## src/rtl/ppm_pkg.sv

```systemverilog
package ppm_pkg;
  typedef enum logic [2:0] {
    OP_NOP         = 3'd0,
    OP_TX_ALLOC    = 3'd1,
    OP_RESET       = 3'd2,
    OP_RX_POP      = 3'd3,
    OP_RX_POP_FREE = 3'd4,
    OP_FREE        = 3'd5,
    OP_TX_QUEUE    = 3'd6,
    OP_TX_CLEAR    = 3'd7
  } ppm_op_e;

  localparam logic [7:0] NO_PAGE  = 8'h80;
  localparam logic [7:0] ACK_MASK = 8'hD6;
  localparam int IRQ_RX      = 0;
  localparam int IRQ_TXDONE  = 1;
  localparam int IRQ_TXEMPTY = 2;
  localparam int IRQ_ALLOC   = 3;
  localparam logic [7:0] ST_RESET = 8'h04;
endpackage

```

## src/rtl/ppm_find_free.sv

```systemverilog
module ppm_find_free #(
  parameter int N  = 4,
  parameter int PW = 2
) (
  input  logic [N-1:0]  busy,
  output logic          found,
  output logic [PW-1:0] idx
);
  // scan from the top so the lowest free page is the last one written
  always_comb begin
    found = 1'b0;
    idx   = '0;
    for (int i = N - 1; i >= 0; i--) begin
      if (!busy[i]) begin
        found = 1'b1;
        idx   = PW'(i);
      end
    end
  end
endmodule

```

## src/rtl/ppm_pageq.sv

```systemverilog
module ppm_pageq #(
  parameter int DEPTH = 4,
  parameter int W     = 2,
  localparam int CW   = $clog2(DEPTH + 1)
) (
  input  logic          clk,
  input  logic          rst_n,
  input  logic          clr,
  input  logic          push,
  input  logic [W-1:0]  pdata,
  input  logic          pop,
  output logic [W-1:0]  head,
  output logic [CW-1:0] count,
  output logic [CW-1:0] count_nxt,
  output logic          empty
);
  logic [W-1:0]  mem_q [DEPTH];
  logic [W-1:0]  mem_d [DEPTH];
  logic [CW-1:0] cnt_q, cnt_d, base;
  logic          pop_eff, push_eff;

  always_comb begin
    pop_eff  = pop && (cnt_q != '0) && !clr;
    base     = clr ? '0 : (cnt_q - CW'(pop_eff));
    push_eff = push && (base < CW'(DEPTH));
    for (int i = 0; i < DEPTH; i++) mem_d[i] = mem_q[i];
    if (pop_eff) begin
      for (int i = 0; i < DEPTH - 1; i++) mem_d[i] = mem_q[i + 1];
    end
    for (int i = 0; i < DEPTH; i++) begin
      if (push_eff && (base == CW'(i))) mem_d[i] = pdata;
    end
    cnt_d = base + CW'(push_eff);
  end

  always_ff @(posedge clk or negedge rst_n) begin
    if (!rst_n) cnt_q <= '0;
    else        cnt_q <= cnt_d;
  end

  // page-number storage carries no reset; entries are read only below count
  always_ff @(posedge clk) begin
    for (int i = 0; i < DEPTH; i++) mem_q[i] <= mem_d[i];
  end

  assign head      = mem_q[0];
  assign count     = cnt_q;
  assign count_nxt = cnt_d;
  assign empty     = (cnt_q == '0);

  p_count_bound_r11: assert property (@(posedge clk) disable iff (!rst_n)
    cnt_q <= CW'(DEPTH));
  p_full_hold_r11: assert property (@(posedge clk) disable iff (!rst_n)
    (cnt_q == CW'(DEPTH) && push && !pop && !clr) |=> (cnt_q == $past(cnt_q)));
endmodule

```

## src/rtl/pkt_page_mgr.sv

```systemverilog
module pkt_page_mgr
  import ppm_pkg::*;
#(
  parameter int NUM_PAGES = 4,
  localparam int PW = $clog2(NUM_PAGES),
  localparam int CW = $clog2(NUM_PAGES + 1)
) (
  input  logic                 clk,
  input  logic                 rst_n,
  input  logic                 auto_release,
  input  logic                 cmd_we,
  input  logic [7:0]           cmd_byte,
  input  logic                 pnum_we,
  input  logic [PW-1:0]        pnum_wdata,
  input  logic                 ack_we,
  input  logic [7:0]           ack_byte,
  input  logic                 mask_we,
  input  logic [7:0]           mask_byte,
  input  logic                 tx_sent,
  input  logic                 rx_req,
  output logic                 rx_resp,
  output logic                 rx_fail,
  output logic [PW-1:0]        rx_page,
  output logic [7:0]           alloc_result,
  output logic [7:0]           rx_head,
  output logic [7:0]           done_head,
  output logic [NUM_PAGES-1:0] page_busy,
  output logic [7:0]           int_status,
  output logic [7:0]           int_mask,
  output logic                 irq
);
  // state
  logic [NUM_PAGES-1:0] busy_q, busy_d;
  logic [7:0]           alloc_q, alloc_d, st_q, st_d, mask_q, mask_d;
  logic [PW-1:0]        pnum_q, pnum_d, rxp_q, rxp_d;
  logic                 rxr_q, rxf_q, rxf_d;

  // queue connections
  logic          rxq_clr, rxq_push, rxq_pop, rxq_empty;
  logic [PW-1:0] rxq_head;
  logic [CW-1:0] rxq_cnt, rxq_nxt_unused;
  logic          txq_clr, txq_push, txq_pop, txq_empty;
  logic [PW-1:0] txq_head;
  logic [CW-1:0] txq_cnt, txq_cnt_nxt;
  logic          dnq_clr, dnq_push, dnq_pop, dnq_empty;
  logic [PW-1:0] dnq_head;
  logic [CW-1:0] dnq_cnt, dnq_cnt_nxt;

  ppm_op_e op;
  logic    unused_low;
  assign op         = ppm_op_e'(cmd_byte[7:5]);
  assign unused_low = ^cmd_byte[4:0];

  // ---------------- stage 1: host command ----------------
  logic [NUM_PAGES-1:0] map_a, map1;
  logic [7:0]           res1, res1b, st1, st1b;
  logic                 try1, f1_found;
  logic [PW-1:0]        f1_idx;

  always_comb begin
    map_a   = busy_q;
    res1    = alloc_q;
    st1     = st_q;
    try1    = 1'b0;
    rxq_pop = 1'b0;
    rxq_clr = 1'b0;
    txq_clr = 1'b0;
    txq_push = 1'b0;
    dnq_clr = 1'b0;
    if (cmd_we) begin
      unique case (op)
        OP_NOP: ;
        OP_TX_ALLOC: begin
          res1           = NO_PAGE;
          st1[IRQ_ALLOC] = 1'b0;
          try1           = 1'b1;
        end
        OP_RESET: begin
          map_a   = '0;
          res1    = 8'h00;
          rxq_clr = 1'b1;
          txq_clr = 1'b1;
          dnq_clr = 1'b1;
        end
        OP_RX_POP: begin
          rxq_pop     = 1'b1;
          st1[IRQ_RX] = (rxq_cnt > CW'(1));
        end
        OP_RX_POP_FREE: begin
          if (!rxq_empty) begin
            map_a[rxq_head] = 1'b0;
            try1            = (alloc_q == NO_PAGE);
          end
          rxq_pop     = 1'b1;
          st1[IRQ_RX] = (rxq_cnt > CW'(1));
        end
        OP_FREE: begin
          map_a[pnum_q] = 1'b0;
          try1          = (alloc_q == NO_PAGE);
        end
        OP_TX_QUEUE: txq_push = 1'b1;
        OP_TX_CLEAR: begin
          txq_clr = 1'b1;
          dnq_clr = 1'b1;
        end
        default: ;
      endcase
    end
  end

  ppm_find_free #(.N(NUM_PAGES), .PW(PW)) u_find_cmd (
    .busy(map_a), .found(f1_found), .idx(f1_idx));

  always_comb begin
    map1  = map_a;
    res1b = res1;
    st1b  = st1;
    if (try1 && f1_found) begin
      map1[f1_idx]    = 1'b1;
      res1b           = {{(8 - PW){1'b0}}, f1_idx};
      st1b[IRQ_ALLOC] = 1'b1;
    end
  end

  // ---------------- stage 2: acknowledge and transmit event ----------------
  logic [NUM_PAGES-1:0] map_b, map2;
  logic [7:0]           st2, res2, st2b;
  logic                 send_ok, try2, f2_found;
  logic [PW-1:0]        f2_idx;

  always_comb begin
    st2      = st1b;
    dnq_pop  = 1'b0;
    if (ack_we) begin
      st2     = st1b & ~(ack_byte & ACK_MASK);
      dnq_pop = ack_byte[IRQ_TXDONE];
    end
    send_ok  = tx_sent && !txq_empty && !txq_clr;
    txq_pop  = send_ok;
    map_b    = map1;
    try2     = 1'b0;
    dnq_push = 1'b0;
    if (send_ok) begin
      if (auto_release) begin
        map_b[txq_head] = 1'b0;
        try2            = (res1b == NO_PAGE);
      end else begin
        dnq_push = 1'b1;
      end
    end
  end

  ppm_find_free #(.N(NUM_PAGES), .PW(PW)) u_find_sent (
    .busy(map_b), .found(f2_found), .idx(f2_idx));

  always_comb begin
    map2 = map_b;
    res2 = res1b;
    st2b = st2;
    if (try2 && f2_found) begin
      map2[f2_idx]    = 1'b1;
      res2            = {{(8 - PW){1'b0}}, f2_idx};
      st2b[IRQ_ALLOC] = 1'b1;
    end
  end

  // ---------------- stage 3: receive page request ----------------
  logic          f3_found, rx_ok;
  logic [PW-1:0] f3_idx;

  ppm_find_free #(.N(NUM_PAGES), .PW(PW)) u_find_rx (
    .busy(map2), .found(f3_found), .idx(f3_idx));

  always_comb begin
    rx_ok    = rx_req && f3_found;
    rxq_push = rx_ok;
    rxf_d    = rx_req && !f3_found;
    rxp_d    = rx_ok ? f3_idx : rxp_q;
    busy_d   = map2 | (rx_ok ? (NUM_PAGES'(1) << f3_idx) : '0);
    alloc_d  = res2;
    mask_d   = mask_we ? mask_byte : mask_q;
    pnum_d   = pnum_we ? pnum_wdata : pnum_q;
    st_d     = st2b | {5'b0, (txq_cnt_nxt == '0), (dnq_cnt_nxt != '0), rx_ok};
  end

  // ---------------- queues ----------------
  ppm_pageq #(.DEPTH(NUM_PAGES), .W(PW)) u_rxq (
    .clk(clk), .rst_n(rst_n), .clr(rxq_clr), .push(rxq_push), .pdata(f3_idx),
    .pop(rxq_pop), .head(rxq_head), .count(rxq_cnt), .count_nxt(rxq_nxt_unused),
    .empty(rxq_empty));

  ppm_pageq #(.DEPTH(NUM_PAGES), .W(PW)) u_txq (
    .clk(clk), .rst_n(rst_n), .clr(txq_clr), .push(txq_push), .pdata(pnum_q),
    .pop(txq_pop), .head(txq_head), .count(txq_cnt), .count_nxt(txq_cnt_nxt),
    .empty(txq_empty));

  ppm_pageq #(.DEPTH(NUM_PAGES), .W(PW)) u_dnq (
    .clk(clk), .rst_n(rst_n), .clr(dnq_clr), .push(dnq_push), .pdata(txq_head),
    .pop(dnq_pop), .head(dnq_head), .count(dnq_cnt), .count_nxt(dnq_cnt_nxt),
    .empty(dnq_empty));

  // ---------------- registers ----------------
  always_ff @(posedge clk or negedge rst_n) begin
    if (!rst_n) begin
      busy_q  <= '0;
      alloc_q <= 8'h00;
      st_q    <= ST_RESET;
      mask_q  <= 8'h00;
      pnum_q  <= '0;
      rxr_q   <= 1'b0;
      rxf_q   <= 1'b0;
      rxp_q   <= '0;
    end else begin
      busy_q  <= busy_d;
      alloc_q <= alloc_d;
      st_q    <= st_d;
      mask_q  <= mask_d;
      pnum_q  <= pnum_d;
      rxr_q   <= rx_req;
      rxf_q   <= rxf_d;
      rxp_q   <= rxp_d;
    end
  end

  assign rx_resp      = rxr_q;
  assign rx_fail      = rxf_q;
  assign rx_page      = rxp_q;
  assign alloc_result = alloc_q;
  assign rx_head      = rxq_empty ? NO_PAGE : {{(8 - PW){1'b0}}, rxq_head};
  assign done_head    = dnq_empty ? NO_PAGE : {{(8 - PW){1'b0}}, dnq_head};
  assign page_busy    = busy_q;
  assign int_status   = st_q;
  assign int_mask     = mask_q;
  assign irq          = |(st_q & mask_q);

  // ---------------- assertions ----------------
  p_txempty_flag_r8: assert property (@(posedge clk) disable iff (!rst_n)
    txq_empty |-> st_q[IRQ_TXEMPTY]);
  p_txdone_flag_r8: assert property (@(posedge clk) disable iff (!rst_n)
    !dnq_empty |-> st_q[IRQ_TXDONE]);
  p_alloc_fail_r2: assert property (@(posedge clk) disable iff (!rst_n)
    (cmd_we && op == OP_TX_ALLOC && (&busy_q) && !(tx_sent && auto_release))
      |=> (alloc_q == NO_PAGE && !st_q[IRQ_ALLOC]));
  p_reset_cmd_r4: assert property (@(posedge clk) disable iff (!rst_n)
    (cmd_we && op == OP_RESET) |=> (alloc_q == 8'h00 && txq_empty && dnq_empty));
  p_rx_fail_full_r12: assert property (@(posedge clk) disable iff (!rst_n)
    rxf_q |-> (&busy_q));
endmodule

```

## config.mk

```make
export PLATFORM = sky130hd
export DESIGN_NAME = pkt_page_mgr
export DESIGN_NICKNAME = d
export VERILOG_FILES = /design/src/rtl/ppm_pkg.sv /design/src/rtl/ppm_find_free.sv /design/src/rtl/ppm_pageq.sv /design/src/rtl/pkt_page_mgr.sv
export SDC_FILE = /design/constraint.sdc
export NUM_CORES = 1
export LEC_CHECK = 0
export BUFFER_PORTS_ARGS = -buffer_cell sky130_fd_sc_hd__buf_4
export CORE_ASPECT_RATIO = 1.4
export CORE_MARGIN = 2
export CORE_UTILIZATION = 35
export CTS_CLUSTER_DIAMETER = 150
export DETAILED_ROUTE_END_ITERATION = 7
export PLACE_DENSITY = 0.67
export SETUP_SLACK_MARGIN = 0.02
export SLEW_MARGIN = 20
export SYNTH_ARGS = -nofsm -noshare
export SYNTH_HDL_FRONTEND = slang
export SYNTH_SLANG_ARGS = --single-unit
```

## constraint.sdc

```tcl
create_clock -name clk -period 3.5 [get_ports clk]
set_input_delay 0.175 -clock clk [delete_from_list [all_inputs] [get_ports clk]]
set_output_delay 0.175 -clock clk [all_outputs]
set_load 0.01 [all_outputs]
```

== After elaboration in Yosys (flattened, before gate mapping) ==
Memory sizes are Yosys's and may differ from the RTL's.
Index checks and enable logic that the tools add are counted.

* Register bits after elaboration: 43
* Memory bits (read-only): 0
* Input port bits: 35
* Memories: 3
* Latch bits: 0
* Word-level logic and storage cells: 205
* Output and inout port bits: 49
* Bits in writable memories: 24

{| class="wikitable"
|+ Memory list
! name !! depth !! width !! rd ports !! clocked after memory_dff !! wr ports !! RTL line !! source
|-
| u_dnq.mem_q || 4 || 2 || 4 || 0 || 4 || ppm_pageq.sv:17 || <nowiki>logic [W-1:0] mem_q [DEPTH];</nowiki>
|-
| u_rxq.mem_q || 4 || 2 || 4 || 0 || 4 || ppm_pageq.sv:17 ||
|-
| u_txq.mem_q || 4 || 2 || 4 || 0 || 4 || ppm_pageq.sv:17 ||
|}

* Magnitude comparators: 14
* Bitwise gates (word level): 13
* Equal/unequal tests: 18
* $add $sub $neg: 6
* Divide/modulo/power cells: 0
* Multiplexer cells: 89
* Shift-type cells: 1
* Reduce and logical (&&, ||, !) cells: 50
* $mul: 0

{| class="wikitable"
|+ Operator list
! kind !! number
|-
| $mux W2 || 24
|-
| $mux W8 || 6
|-
| $mux W1 || 38
|-
| $logic_and A1 B1 Y1 || 32
|-
| $mux W4 || 7
|-
| $eq A3 B2 Y1 const B || 8
|-
| $logic_not A3 Y1 || 7
|-
| $mux W6 || 3
|-
| $and A8 B8 Y8 || 2
|-
| $eq A8 B8 Y1 const B || 2
|-
| $pmux W8 S2 || 1
|-
| $lt A2 B3 Y1 const B || 5
|-
| $and A4 B4 Y4 || 3
|-
| $eq A3 B1 Y1 const B || 4
|-
| $eq A3 B3 Y1 const B || 4
|-
| $not A4 Y4 || 3
|-
| $or A4 B4 Y4 || 3
|-
| $pmux W4 S3 || 1
|-
| $reduce_bool A3 Y1 || 4
|-
| $demux W1 S2 || 5
|-
| $ge A2 B1 Y1 const B || 5
|-
| $add A3 B1 Y3 || 3
|-
| $lt A3 B3 Y1 const B || 3
|-
| $mux W3 || 3
|-
| other kinds (9) || 15
|}

== Depth between registers and ports, before layout ==
Gate-level depths: netlist of run 1.

* Depth after elaboration: 40
* Gate-level depth with buffers: 14
* Depth with buffers taken out: 13

== Modules after synthesis ==
From an unflattened synthesis of run 1, not the netlist that was laid out.

* Cells, all modules: 330
* Area total of the unflattened synthesis: 3621.0 µm²

{| class="wikitable"
|+ By module, submodules not included
! module !! area each (µm²) !! cells each !! sequential area each (µm²) !! instances
|-
| pkt_page_mgr || 1849.3 || 192 || 827.0 || 1
|-
| ppm_pageq || 561.8 || 41 || 315.3 || 3
|-
| ppm_find_free || 28.8 || 5 || 0.0 || 3
|}

== Worst setup path before layout of run 1 ==
No wires, ideal clock.

* Kind: reg-to-reg
* From: register u_rxq.cnt_q[2] (netlist: u_rxq.count[2])
* To: register u_rxq.cnt_q[2] (netlist: u_rxq.count[2])
* Stages on the path, launching flop included: 13
* Library setup time: 140 ps
* Arrival: 2816 ps
* Clock period less this slack: 2956 ps
* Slack: 544 ps
* Path buffers: 0
* Data required time: 3360 ps
* Path through: dfrtp_1 -> nor3_4 -> nor3b_1 -> o22a_4 -> nand2b_4 -> or4_4 -> a311oi_2 -> o21ai_2 -> nand2_2 -> nor2_1 -> ha_1 -> ha_1 -> xor2_1

* Longest elaborated chain between the ends: 34
* Elaborated cells on any way between the ends: 59
* Classes of those cells: add/sub (2); order compare (5); eq/ne (1); mux (38); bitwise (3); reduce/logical (10)

{| class="wikitable"
|+ RTL lines
! element !! RTL line !! source
|-
| start: declaration || ppm_pageq.sv:19 || <nowiki>logic [CW-1:0] cnt_q, cnt_d, base;</nowiki>
|-
| start signal: assignment || ppm_pageq.sv:38 || <nowiki>else cnt_q <= cnt_d;</nowiki>
|-
| $logic_not A3 Y1 (*) || ppm_pageq.sv:49 || <nowiki>assign empty = (cnt_q == '0);</nowiki>
|-
| net rxq_empty || pkt_page_mgr.sv:39 || <nowiki>logic rxq_clr, rxq_push, rxq_pop, rxq_empty;</nowiki>
|-
| $mux W4 || pkt_page_mgr.sv:90 || <nowiki>if (!rxq_empty) begin</nowiki>
|-
| $pmux W4 S3 || pkt_page_mgr.sv:71 || <nowiki>unique case (op)</nowiki>
|-
| $mux W4 || pkt_page_mgr.sv:70 || <nowiki>if (cmd_we) begin</nowiki>
|-
| $mux W2 (4 in series) || ppm_find_free.sv:14 || <nowiki>if (!busy[i]) begin</nowiki>
|-
| $lt A2 B3 Y1 (not written as such) or $ge A2 B1 Y1 (tied branches) || pkt_page_mgr.sv:119 || <nowiki>map1[f1_idx] = 1'b1;</nowiki>
|-
| $logic_and A1 B1 Y1 (not written as such) || pkt_page_mgr.sv:119 ||
|-
| [15 not listed] || - ||
|-
| $or A4 B4 Y4 (no line) || - ||
|-
| $mux W4 (*) || pkt_page_mgr.sv:160 || <nowiki>if (try2 && f2_found) begin</nowiki>
|-
| $mux W1 (3 in series) || ppm_find_free.sv:14 ||
|-
| $mux W1 (*) || ppm_find_free.sv:14 ||
|-
| $logic_and A1 B1 Y1 (*) || pkt_page_mgr.sv:175 || <nowiki>rx_ok = rx_req && f3_found;</nowiki>
|-
| $logic_and A1 B1 Y1 (*) || ppm_pageq.sv:25 || <nowiki>push_eff = push && (base < CW'(DEPTH));</nowiki>
|-
| $add A3 B1 Y3 (*) || ppm_pageq.sv:33 || <nowiki>cnt_d = base + CW'(push_eff);</nowiki>
|-
| net rxq_nxt_unused[2] || pkt_page_mgr.sv:41 || <nowiki>logic [CW-1:0] rxq_cnt, rxq_nxt_unused;</nowiki>
|}

Mark *: on every way through the listed nets, which the timed path passes. The rest lies on a longest branch.
A chain may end at the register's enable or synchronous reset.

== Worst setup path in the final report of run 1 ==
* From: register u_rxq.cnt_q[2] (netlist: u_rxq.count[2])
* To: register u_rxq.cnt_q[2] (netlist: u_rxq.count[2])

* Longest elaborated chain between the ends: 34
* Elaborated cells on any way between the ends: 59
* Classes of those cells: add/sub (2); order compare (5); eq/ne (1); mux (38); bitwise (3); reduce/logical (10)

{| class="wikitable"
|+ RTL lines
! element !! RTL line !! source
|-
| $logic_not A3 Y1 || ppm_pageq.sv:49 ||
|-
| $mux W4 || pkt_page_mgr.sv:90 ||
|-
| $pmux W4 S3 || pkt_page_mgr.sv:71 ||
|-
| $mux W4 || pkt_page_mgr.sv:70 ||
|-
| $mux W2 (4 in series) || ppm_find_free.sv:14 ||
|-
| $lt A2 B3 Y1 (not written as such) or $ge A2 B1 Y1 (tied branches) || pkt_page_mgr.sv:119 ||
|-
| $logic_and A1 B1 Y1 (not written as such) || pkt_page_mgr.sv:119 ||
|-
| $mux W1 (not written as such) || pkt_page_mgr.sv:119 ||
|-
| [13 not listed] || - ||
|-
| $demux W1 S2 || pkt_page_mgr.sv:161 || <nowiki>map2[f2_idx] = 1'b1;</nowiki>
|-
| $or A4 B4 Y4 (no line) || - ||
|-
| $mux W4 || pkt_page_mgr.sv:160 ||
|-
| $mux W1 (4 in series) || ppm_find_free.sv:14 ||
|-
| $logic_and A1 B1 Y1 || pkt_page_mgr.sv:175 ||
|-
| $logic_and A1 B1 Y1 || ppm_pageq.sv:25 ||
|-
| $add A3 B1 Y3 (*) || ppm_pageq.sv:33 ||
|-
| net rxq_nxt_unused[2] || pkt_page_mgr.sv:41 ||
|}

Marked as above.

==> metrics.md, run 1 <==
| Metric | Value |
|---|---|
| Num CTS Buffers | 9 |
| CTS tree | built |
| Final wirelength | 8.52 mm |
| Yosys reg bits | 66 |
| Worst EP arrival | 3.51 ns |
| Highest net fanout along the worst path | 7 |
| Top post-synthesis cells by area | dfrtp_1, edfxtp_1, mux2_2 |
| Startpoint of the worst hold path | ack_byte[7] |
| Area of the mapped netlist | 0.00378 mm2 |
| Total of buffers placed on input and output ports | 64 |
| Kind of critical path | reg -> reg |
| Post-layout total power | 3390 uW |
| Area share of the leading cell type in the synthesized netlist | 0.272 |
| Final setup fails | 0 |
| Worst reg2reg startpoint | u_rxq.count[2]$_DFF_PN0_ |
| Internal power | 2190 uW |
| Overall track demand over capacity in global routing | 0.155 |
| Ports | 84 |
| Gp weighted congestion | 0.845 |
| Register share of total power | 0.352 |
| Wire length per cell after detailed routing | 15.4 um |
| Combinational share of power | 0.390 |
| Final antenna diode count | 0 |
| Routed Antenna Nets | 0 |
| Endpoint of the lowest-slack register-to-register path | u_rxq.count[2]$_DFF_PN0_ |
| Min-Delay Path Class | in -> reg |
| Residual overflow from global routing | 0 |
| Row Count | 44 |
| Instance count of the mapped netlist | 339 |
| Worst max-slew margin expressed relative to the limit | 0.531 |
| Remaining design rule violation count | 0 |
| Maximum number of pins on one net before global-route repair | 43 |
| First-pass GRT wire length | 14.1 mm |
| Standard cell area after detailed placement | 0.00436 mm2 |
| Status | complete, no violations |
| Die outline area | 0.0117 mm2 |
| Root buffer cell | clkbuf_16 |
| Initial standard-cell utilization of the core | 0.361 |
| Synthesis-to-layout area growth | 23.4% |
| Vias after detailed routing | 2830 |
| Static Leakage | 0.00205 uW |
| Count of flip-flops with a built-in enable after synthesis | 24 |
| Core footprint | 0.0105 mm2 |
| Proportion of synthesized flip-flops having asynchronous set or reset | 0.636 |
| Max-cap viol count | 0 |
| Commonest cells after routing, fill and taps aside | buf_4, dfrtp_1 |
| Die Y-Extent | 127 um |
| Type of element launching the critical path | flip-flop |
| Most common cell after layout, fill and taps aside | buf_4 |
| Setup repair after global routing missed its margin | false |
| Final Hold Vio Count | 0 |
| Accumulated negative setup slack | 0 ns |
| Synth unique cells | 76 |
| Number of global-route vias before repair | 2868 |
| VDD IR-drop max | 0.353 mV |
| Endpoint of the worst hold-timing path | int_status[7]$_DFFE_PN0P_ |
| Number of synthesis warnings | 0 |
| Fin. max-slew vios | 0 |
| Detailed placer's ending HPWL | 6.57 mm |
| TritonRoute pass-1 iters | 4 |
| Fraction of layout instances using a drive strength above 1 | 0.333 |
| Non-Filler Cell Area, Final | 0.00466 mm2 |
| Die Wd | 91.8 um |
| H-tree depth reported by CTS | 3 |
| Drt first-iter violations | 170 |
| Proportion of synthesized chip area in sequential cells | 0.469 |
| Depth of the worst register-to-register path | 12 |
| Final period utilization | 0.948 |
| Per-instance average area after synthesis | 11.1 um2 |
| Worst Setup End Kind | flip-flop |
| Initial antenna violation count | 0 |
| Clock network power share | 0.258 |
| R2R Setup Slk | 0.18 ns |
| Via-to-Cell Ratio | 5.13 |
| Final WS setup | 0.183 ns |
| Clock transition at the registers of the reported paths | 0.05 ns |
| Max Clock Skew | 0.00863 ns |
| Final-layout fill cell count | 1040 |
| Switching power summed over all nets | 1200 uW |
| Number of clock sinks seen by CTS | 66 |
| Max Freq | 302 MHz |
| Sw frac | 0.353 |
| Cell count of the worst hold path | 2 |
| Power per cell area | 726 mW/mm2 |
| Source-to-sink clock delay at the later pin of the worst-skew pair | 0.33 ns |
| Flip-flop cell with the highest count after synthesis | dfrtp_1 |
| Worst slew pin tran | 0.701 ns |
| Critical Path RT | 3.69 ns |
| Net count reported at finish | 456 |
| Cell taking the most area after synthesis | dfrtp_1 |
| Final critical delay including setup and external delays | 3.32 ns |
| Placement Setup Slack | 0.242 ns |
| Number of buffers on the longest clock path | 2 |
==> worst max-delay path, stage by stage (launching register included) <==
cell	delay, ns
dfrtp_1	0.45
nor3_4	0.35
o21ai_1	0.18
o21ai_1	0.18
nand2_1	0.20
or4_4	0.56
a311oi_2	0.32
o21ai_2	0.16
nand2_2	0.14
nor2_1	0.07
ha_1	0.22
ha_1	0.19
xor2_1	0.16
==> metal layers <==
layer  vias up  GRT usage  wire length, um
li1       1369          -                -
met1      1390      0.174             3370
met2        58      0.285             4730
met3        13     0.0344              286
met4         0     0.0553              129
met5         -          0                0
==> registers in the layout, summed over array words and instances, names as in the netlist <==
| register | cells |
|---|---|
| int_mask | 8 |
| alloc_result | 8 |
| page_busy | 4 |
| u_dnq.mem_q | 8 |
| rx_page | 2 |
| u_dnq.count | 3 |
| u_rxq.mem_q | 8 |
| u_rxq.count | 3 |
| int_status | 7 |
| u_txq.count | 3 |
| rx_fail | 1 |
| pnum_q | 2 |
| rx_resp | 1 |
| u_txq.mem_q | 8 |
==> Yosys cell counts, drive strengths merged, types with 5 or more instances <==
cell type and instances:
mux2 29, and2 5, nand3 5, nor3b 6, buf 19, o21a 6, edfxtp 24, nor2 24
dfrtp 41, inv 15, o21ai 19, nor3 7, a21oi 12, nand2b 7, nand2 26, ha 12
==> repair_timing <==
action,in CTS,in global routing
buffers inserted,0,0
endpoints found under the hold margin,41,0
endpoints found under the setup margin,0,0
gates resized for setup,0,0
hold buffers,1,0
==> power groups by stage <==
| stage | Sequential, uW | Combinational (uW) | Clock (uW) |
|---|---|---|---|
| 6_report | 1190 | 1320 | 873 |
| 5_1_grt | 1220 | 1460 | 936 |
| 4_1_cts | 1190 | 1340 | 895 |
| 3_5_place_dp | 1210 | 1330 | 0 |
| 3_3_place_gp | 1200 | 1300 | 0 |
| 2_1_floorplan | 1190 | 889 | 0 |
==> final cells by class <==
type                            instances  area (um2)  share of cell area
Clock buffer                           12         236              0.0507
Clock inverter                          4        52.6              0.0113
Inverter                               15        56.3              0.0121
Multi-Input combinational cell        247        1840               0.395
Sequential cell                        66        1770               0.380
Tap cell                              138         173              0.0370
Timing Repair Buffer                   70         528               0.113
==> cell families after synthesis <==
family | share of synthesized area
AO/OA/AOI/OAI | 0.162
XOR/XNOR | 0.0185
adder cells (fa/ha/maj) | 0.0397
buffers and inverters | 0.0527
flip-flops | 0.469
multiplexers | 0.0865
other | 0.000993
AND/OR/NAND/NOR | 0.170
==> through the flow <==
step,util,cells,hold WS [ns]
after global placement,0.417,535,0.191
after global routing,0.446,552,0.0204
after detailed placement,0.417,535,0.200
after CTS,0.446,552,0.0210
after floorplan,-,349,-0.121
final,0.446,552,0.0293
==> how the worst max path moves through the flow <==
stage | startpoint | endpoint | slack (ns) | depth (start not counted)
after floorplan | u_rxq.count[2]$_DFF_PN0_ | u_rxq.count[2]$_DFF_PN0_ | 0.54 | 12
after global placement | u_rxq.count[2]$_DFF_PN0_ | u_rxq.mem_q[3][1]$_DFFE_PP_ | 0.26 | 10
after detailed placement | u_rxq.count[2]$_DFF_PN0_ | u_rxq.mem_q[3][0]$_DFFE_PP_ | 0.24 | 10
after CTS | u_rxq.count[2]$_DFF_PN0_ | u_rxq.count[2]$_DFF_PN0_ | 0.15 | 12
after global routing | alloc_result[0]$_DFF_PN0_ | u_rxq.count[2]$_DFF_PN0_ | 0.05 | 13
final | u_rxq.count[2]$_DFF_PN0_ | u_rxq.count[2]$_DFF_PN0_ | 0.18 | 12
No activity file was read; power rests on OpenSTA's default activity.
==> run 2: changes to the inputs <==
--- a/config.mk
+++ b/config.mk
@@ -11,6 +11,7 @@
 export CORE_UTILIZATION = 35
 export CTS_CLUSTER_DIAMETER = 150
 export DETAILED_ROUTE_END_ITERATION = 7
+export MAX_ROUTING_LAYER = met4
 export PLACE_DENSITY = 0.67
 export SETUP_SLACK_MARGIN = 0.02
 export SLEW_MARGIN = 20
==> metrics.md, run 2 (same netlist as run 1, synthesis figures left out) <==
| Metric | Value |
|---|---|
| Status | complete, no violations |
| Kind of critical path | reg -> reg |
| Fin. max-slew vios | 0 |
| Total of buffers placed on input and output ports | 64 |
| Number of clock sinks seen by CTS | 66 |
| Drt first-iter violations | 163 |
| Ports | 84 |
| Static Leakage | 0.00204 uW |
| Final antenna diode count | 0 |
| Initial antenna violation count | 0 |
| Min-Delay Path Class | in -> reg |
| TritonRoute pass-1 iters | 6 |
| Maximum number of pins on one net before global-route repair | 43 |
| Die outline area | 0.0117 mm2 |
| Wire length per cell after detailed routing | 15.6 um |
| Type of element launching the critical path | flip-flop |
| Accumulated negative setup slack | 0 ns |
| Worst Setup End Kind | flip-flop |
| Critical Path RT | 3.56 ns |
| Remaining design rule violation count | 0 |
| Delay contributed by the slowest stage of the critical path | 0.45 ns |
| Via-to-Cell Ratio | 5.09 |
| Detailed placer's ending HPWL | 6.69 mm |
| Residual overflow from global routing | 0 |
| Routed Antenna Nets | 0 |
| H-tree depth reported by CTS | 3 |
| Max-cap viol count | 0 |
| Slowest cell on crit path | nor4_1 |
| Net count reported at finish | 456 |
| Worst slew pin tran | 0.669 ns |
| Cell Chain, Critical Path | nor4_1 -> and4bb_2 -> or2_2 -> o32a_1 -> nand3_1 -> a211oi_1 -> o21ai_2 -> nand2_2 -> nor4b_1 -> buf_4 |
| Die Wd | 91.8 um |
| Max Clock Skew | 0.00894 ns |
| Commonest cells after routing, fill and taps aside | buf_4, dfrtp_1 |
| First-pass GRT wire length | 14.0 mm |
| Source-to-sink clock delay at the later pin of the worst-skew pair | 0.33 ns |
| CTS tree | built |
| Overall track demand over capacity in global routing | 0.159 |
| Power per cell area | 718 mW/mm2 |
| Vias after detailed routing | 2808 |
| Number of global-route vias before repair | 2924 |
| Synthesis-to-layout area growth | 23.2% |
| Final WS setup | 0.207 ns |
| Standard cell area after detailed placement | 0.00436 mm2 |
| Highest net fanout along the worst path | 5 |
| Most common cell after layout, fill and taps aside | buf_4 |
| Non-Filler Cell Area, Final | 0.00465 mm2 |
| Placement Setup Slack | 0.231 ns |
| Worst EP arrival | 3.35 ns |
| Worst max-slew margin expressed relative to the limit | 0.552 |
| Clock transition at the registers of the reported paths | 0.06 ns |
| Number of buffers on the longest clock path | 2 |
| Num CTS Buffers | 9 |
| Final setup fails | 0 |
| Final wirelength | 8.64 mm |
| Final Hold Vio Count | 0 |
| Row Count | 44 |
| Gp weighted congestion | 0.888 |
| Core footprint | 0.0105 mm2 |
| Die Y-Extent | 127 um |
| Final period utilization | 0.941 |
| Fraction of layout instances using a drive strength above 1 | 0.338 |
| Root buffer cell | clkbuf_16 |
| VDD IR-drop max | 0.345 mV |
| Initial standard-cell utilization of the core | 0.361 |
| Max Freq | 304 MHz |
| Final critical delay including setup and external delays | 3.29 ns |
| Setup repair after global routing missed its margin | false |
| Number of setup buffers added after CTS | 0 |
[run 2: layer usage]
| metal | GRT usage | up-vias | wire (um) |
|---|---|---|---|
| li1 | - | 1366 | - |
| met1 | 0.163 | 1357 | 3380 |
| met2 | 0.286 | 67 | 4700 |
| met3 | 0.0362 | 18 | 282 |
| met4 | 0.0755 | 0 | 272 |
| met5 | - | - | 0 |
[run 2: stage by stage]
stage	util	std cells	hold slack (ns)	power [uW]
after global routing	0.445	552	0.0148	3570
after global placement	0.417	535	0.185	2500
after floorplan	-	349	-0.121	2080
after detailed placement	0.417	535	0.198	2530
after CTS	0.445	552	0.00571	3380
final	0.445	552	0.0255	3340
[run 2: path summary, 6_finish.rpt]
kind	cells past startpoint	end	start	slack (ns)
worst max-delay path	10	u_rxq.mem_q[3][0]$_DFFE_PP_	u_rxq.count[2]$_DFF_PN0_	0.21
worst min-delay path	2	int_status[4]$_DFFE_PN0P_	ack_byte[4]	0.03
worst max register to register	10	u_rxq.mem_q[3][0]$_DFFE_PP_	u_rxq.count[2]$_DFF_PN0_	0.21
worst min register to register	2	int_status[2]$_DFF_PN1_	int_status[2]$_DFF_PN1_	0.48
max in group asynchronous	2	int_status[2]$_DFF_PN1_	rst_n	2.74
min in group asynchronous	2	rx_page[0]$_DFFE_PN0P_	rst_n	0.36
[run 2: critical path: cells and delay by family, from the launching register on]
family | cells | cell delay [ns]
flip-flops | 1 | 0.44
AO/OA/AOI/OAI | 3 | 0.68
buffers and inverters | 1 | 0.17
AND/OR/NAND/NOR | 6 | 1.72
[run 2: final cells by class]
cell class	instances	area, um2
Fill cell	1039	5810
Multi-Input combinational cell	247	1840
Sequential cell	66	1770
Timing Repair Buffer	70	528
Clock buffer	11	243
Tap cell	138	173
Inverter	15	56.3
Clock inverter	5	37.5
[run 2: power breakdown]
part / switching [uW] / internal, uW / total (uW) / leakage [uW]
combinational: 714 / 603 / 1320 / 0.00118
clock: 332 / 500 / 832 / 0.000132
sequential: 161 / 1030 / 1190 / 0.000729
[run 2: what timing repair did]
action	in CTS	in global routing
gates resized for setup	0	0
setup endpoints to repair	0	0
endpoints found under the hold margin	41	0
hold buffers	1	0
==> run 3: changes to the inputs <==
--- a/config.mk
+++ b/config.mk
@@ -5,6 +5,7 @@
 export SDC_FILE = /design/constraint.sdc
 export NUM_CORES = 1
 export LEC_CHECK = 0
+export ABC_AREA = 1
 export BUFFER_PORTS_ARGS = -buffer_cell sky130_fd_sc_hd__buf_4
 export CORE_ASPECT_RATIO = 1.4
 export CORE_MARGIN = 2
==> metrics.md, run 3 <==
| Metric | Value |
|---|---|
| Remaining design rule violation count | 0 |
| Critical Path RT | 3.70 ns |
| Accumulated negative setup slack | 0 ns |
| Min-Delay Path Class | in -> reg |
| Initial standard-cell utilization of the core | 0.358 |
| Yosys reg bits | 66 |
| Drt first-iter violations | 118 |
| Setup repair after global routing missed its margin | false |
| Detailed placer's ending HPWL | 6.57 mm |
| Overall track demand over capacity in global routing | 0.155 |
| Number of clock sinks seen by CTS | 66 |
| Ports | 84 |
| Final antenna diode count | 0 |
| Number of cells in the finished layout apart from fillers | 650 |
| Via-to-Cell Ratio | 4.64 |
| Number of global-route vias before repair | 3086 |
| Non-Filler Cell Area, Final | 0.00465 mm2 |
| Residual overflow from global routing | 0 |
| Standard cell area after detailed placement | 0.00429 mm2 |
| Synth unique cells | 42 |
| Row Count | 44 |
| Status | complete, no violations |
| Per-instance average area after synthesis | 8.54 um2 |
| Worst EP arrival | 3.19 ns |
| Die Wd | 91.0 um |
| Delay contributed by the slowest stage of the critical path | 0.39 ns |
| Num CTS Buffers | 9 |
| Max Clock Skew | 0.00901 ns |
| Net count reported at finish | 554 |
| Fraction of layout instances using a drive strength above 1 | 0.250 |
| Highest net fanout along the worst path | 7 |
| Clock transition at the registers of the reported paths | 0.06 ns |
| Instance count of the mapped netlist | 434 |
| Most common cell after layout, fill and taps aside | nand2_1 |
| Core footprint | 0.0103 mm2 |
| Maximum number of pins on one net before global-route repair | 43 |
| Worst Setup End Kind | flip-flop |
| First-pass GRT wire length | 13.8 mm |
| Synthesis-to-layout area growth | 25.6% |
| Gp weighted congestion | 0.895 |
| Vias after detailed routing | 3018 |
| Final critical delay including setup and external delays | 2.99 ns |
| Proportion of synthesized flip-flops having asynchronous set or reset | 0.636 |
| Die Y-Extent | 126 um |
| Final WS setup | 0.513 ns |
| Type of element launching the critical path | flip-flop |
| Cell Chain, Critical Path | nor2_1 -> nand2_1 -> nand3_1 -> nand2_1 -> nand2_1 -> nand2_1 -> nor2_2 -> nand2_2 -> nand2_4 -> nand4_1 -> nor2_2 -> nand2_2 -> nor2_1 -> nand2_2 -> nand2_4 -> nand3_4 -> nand3_4 -> inv_1 -> ha_1 -> ha_1 -> xor2_1 |
| Placement Setup Slack | 0.538 ns |
| Routed Antenna Nets | 0 |
| H-tree depth reported by CTS | 3 |
| Kind of critical path | reg -> reg |
| Proportion of synthesized chip area in sequential cells | 0.479 |
| Number of synthesis warnings | 0 |
| CTS resizes | 0 |
| Area share of the leading cell type in the synthesized netlist | 0.277 |
| Root buffer cell | clkbuf_16 |
| Final period utilization | 0.853 |
| Cell taking the most area after synthesis | dfrtp_1 |
| Area of the mapped netlist | 0.00370 mm2 |
| Power per cell area | 717 mW/mm2 |
| Total of buffers placed on input and output ports | 64 |
| Final Hold Vio Count | 0 |
| Max-cap viol count | 0 |
| Final setup fails | 0 |
| Static Leakage | 0.00236 uW |
| CTS tree | built |
| VDD IR-drop max | 0.436 mV |
| Final wirelength | 8.33 mm |
| Flip-flop cell with the highest count after synthesis | dfrtp_1 |
| Max Freq | 335 MHz |
| Placed instance count | 631 |
| Source-to-sink clock delay at the later pin of the worst-skew pair | 0.34 ns |
| Worst max-slew margin expressed relative to the limit | 0.625 |
| Worst slew pin tran | 0.562 ns |
| Number of buffers on the longest clock path | 2 |
| Die outline area | 0.0114 mm2 |
| Initial antenna violation count | 0 |
| Top post-synthesis cells by area | dfrtp_1, edfxtp_1, nand2_1 |
| Count of flip-flops with a built-in enable after synthesis | 24 |
| Wire length per cell after detailed routing | 12.8 um |
| Slowest cell on crit path | dfrtp_1 |
| Library cell with the highest instance count after synthesis | nand2_1 |
| Most frequent cells after synthesis | nand2_1, inv_1, nor2_1, dfrtp_1, edfxtp_1 |
| Fin. max-slew vios | 0 |
| Cell repeated most along the worst path | nand2_1 |
| TritonRoute pass-1 iters | 4 |
| Commonest cells after routing, fill and taps aside | nand2_1, buf_4, inv_1, nor2_1, dfrtp_1 |
-- run 3: final timing paths --
kind                                          startpoint                   endpoint  slack (ns)  depth (start not counted)
worst max-delay path            u_rxq.count[2]$_DFF_PN0_   u_rxq.count[2]$_DFF_PN0_        0.51                         21
worst min-delay path                         ack_byte[6]  int_status[6]$_DFFE_PN0P_        0.02                          2
worst max register to register  u_rxq.count[2]$_DFF_PN0_   u_rxq.count[2]$_DFF_PN0_        0.51                         21
worst min register to register    rx_page[1]$_DFFE_PN0P_     rx_page[1]$_DFFE_PN0P_        0.48                          2
max in group asynchronous                          rst_n     rx_page[0]$_DFFE_PN0P_        2.73                          2
min in group asynchronous                          rst_n  int_status[4]$_DFFE_PN0P_        0.38                          2
-- run 3: layout make-up --
type / count / area, um2
Fill cell: 1031 / 5700
Sequential cell: 66 / 1770
Multi-Input combinational cell: 292 / 1600
Timing Repair Buffer: 67 / 510
Clock buffer: 12 / 279
Inverter: 71 / 267
Tap cell: 138 / 173
Clock inverter: 4 / 55.1
-- run 3: metrics by stage --
step | hold slack (ns) | utilization | total power (uW)
floorplan | -0.121 | - | 1980
global placement | 0.195 | 0.415 | 2330
detailed placement | 0.203 | 0.415 | 2380
CTS | 0.0203 | 0.450 | 3370
global route | 0.0278 | 0.450 | 3570
finish | 0.0236 | 0.450 | 3340
-- run 3: cell families (layout without fill, tap and decap cells) --
family                   Yosys count  in the layout  synth area share
buffers and inverters             86            154             0.100
adder cells (fa/ha/maj)           12             12            0.0405
XOR/XNOR                           4              4           0.00946
AND/OR/NAND/NOR                  216            216             0.274
multiplexers                       6              6            0.0182
AO/OA/AOI/OAI                     43             43            0.0777
other                              1             11           0.00101
flip-flops                        66             66             0.479
-- run 3: critical path: cells and delay by family, from the launching register on --
| kind | cells | cell delay [ns] |
|---|---|---|
| xor gates and xnor gates | 1 | 0.16 |
| DFF | 1 | 0.39 |
| and+or+nand+nor | 17 | 1.90 |
| adders and majority gates | 2 | 0.37 |
| buffers and inverters | 1 | 0.05 |
-- run 3: report_power, final --
part	internal (uW)	switching [uW]	total (uW)
Clock	640	339	979
Sequential	1020	117	1140
Combinational	472	747	1220
Total	2140	1200	3340
-- run 3: what timing repair did --
item	in CTS	in global routing
hold buffers	3	0
endpoints found under the hold margin	43	0
setup buffers	0	0
-- run 3: layer usage --
layer / part of all wire / vias to the layer above / GRT usage
met5: 0 / - / -
met4: 0.011 / 0 / 0.0561
met3: 0.040 / 9 / 0.0329
met2: 0.57 / 58 / 0.300
met1: 0.38 / 1443 / 0.149
li1: - / 1508 / -
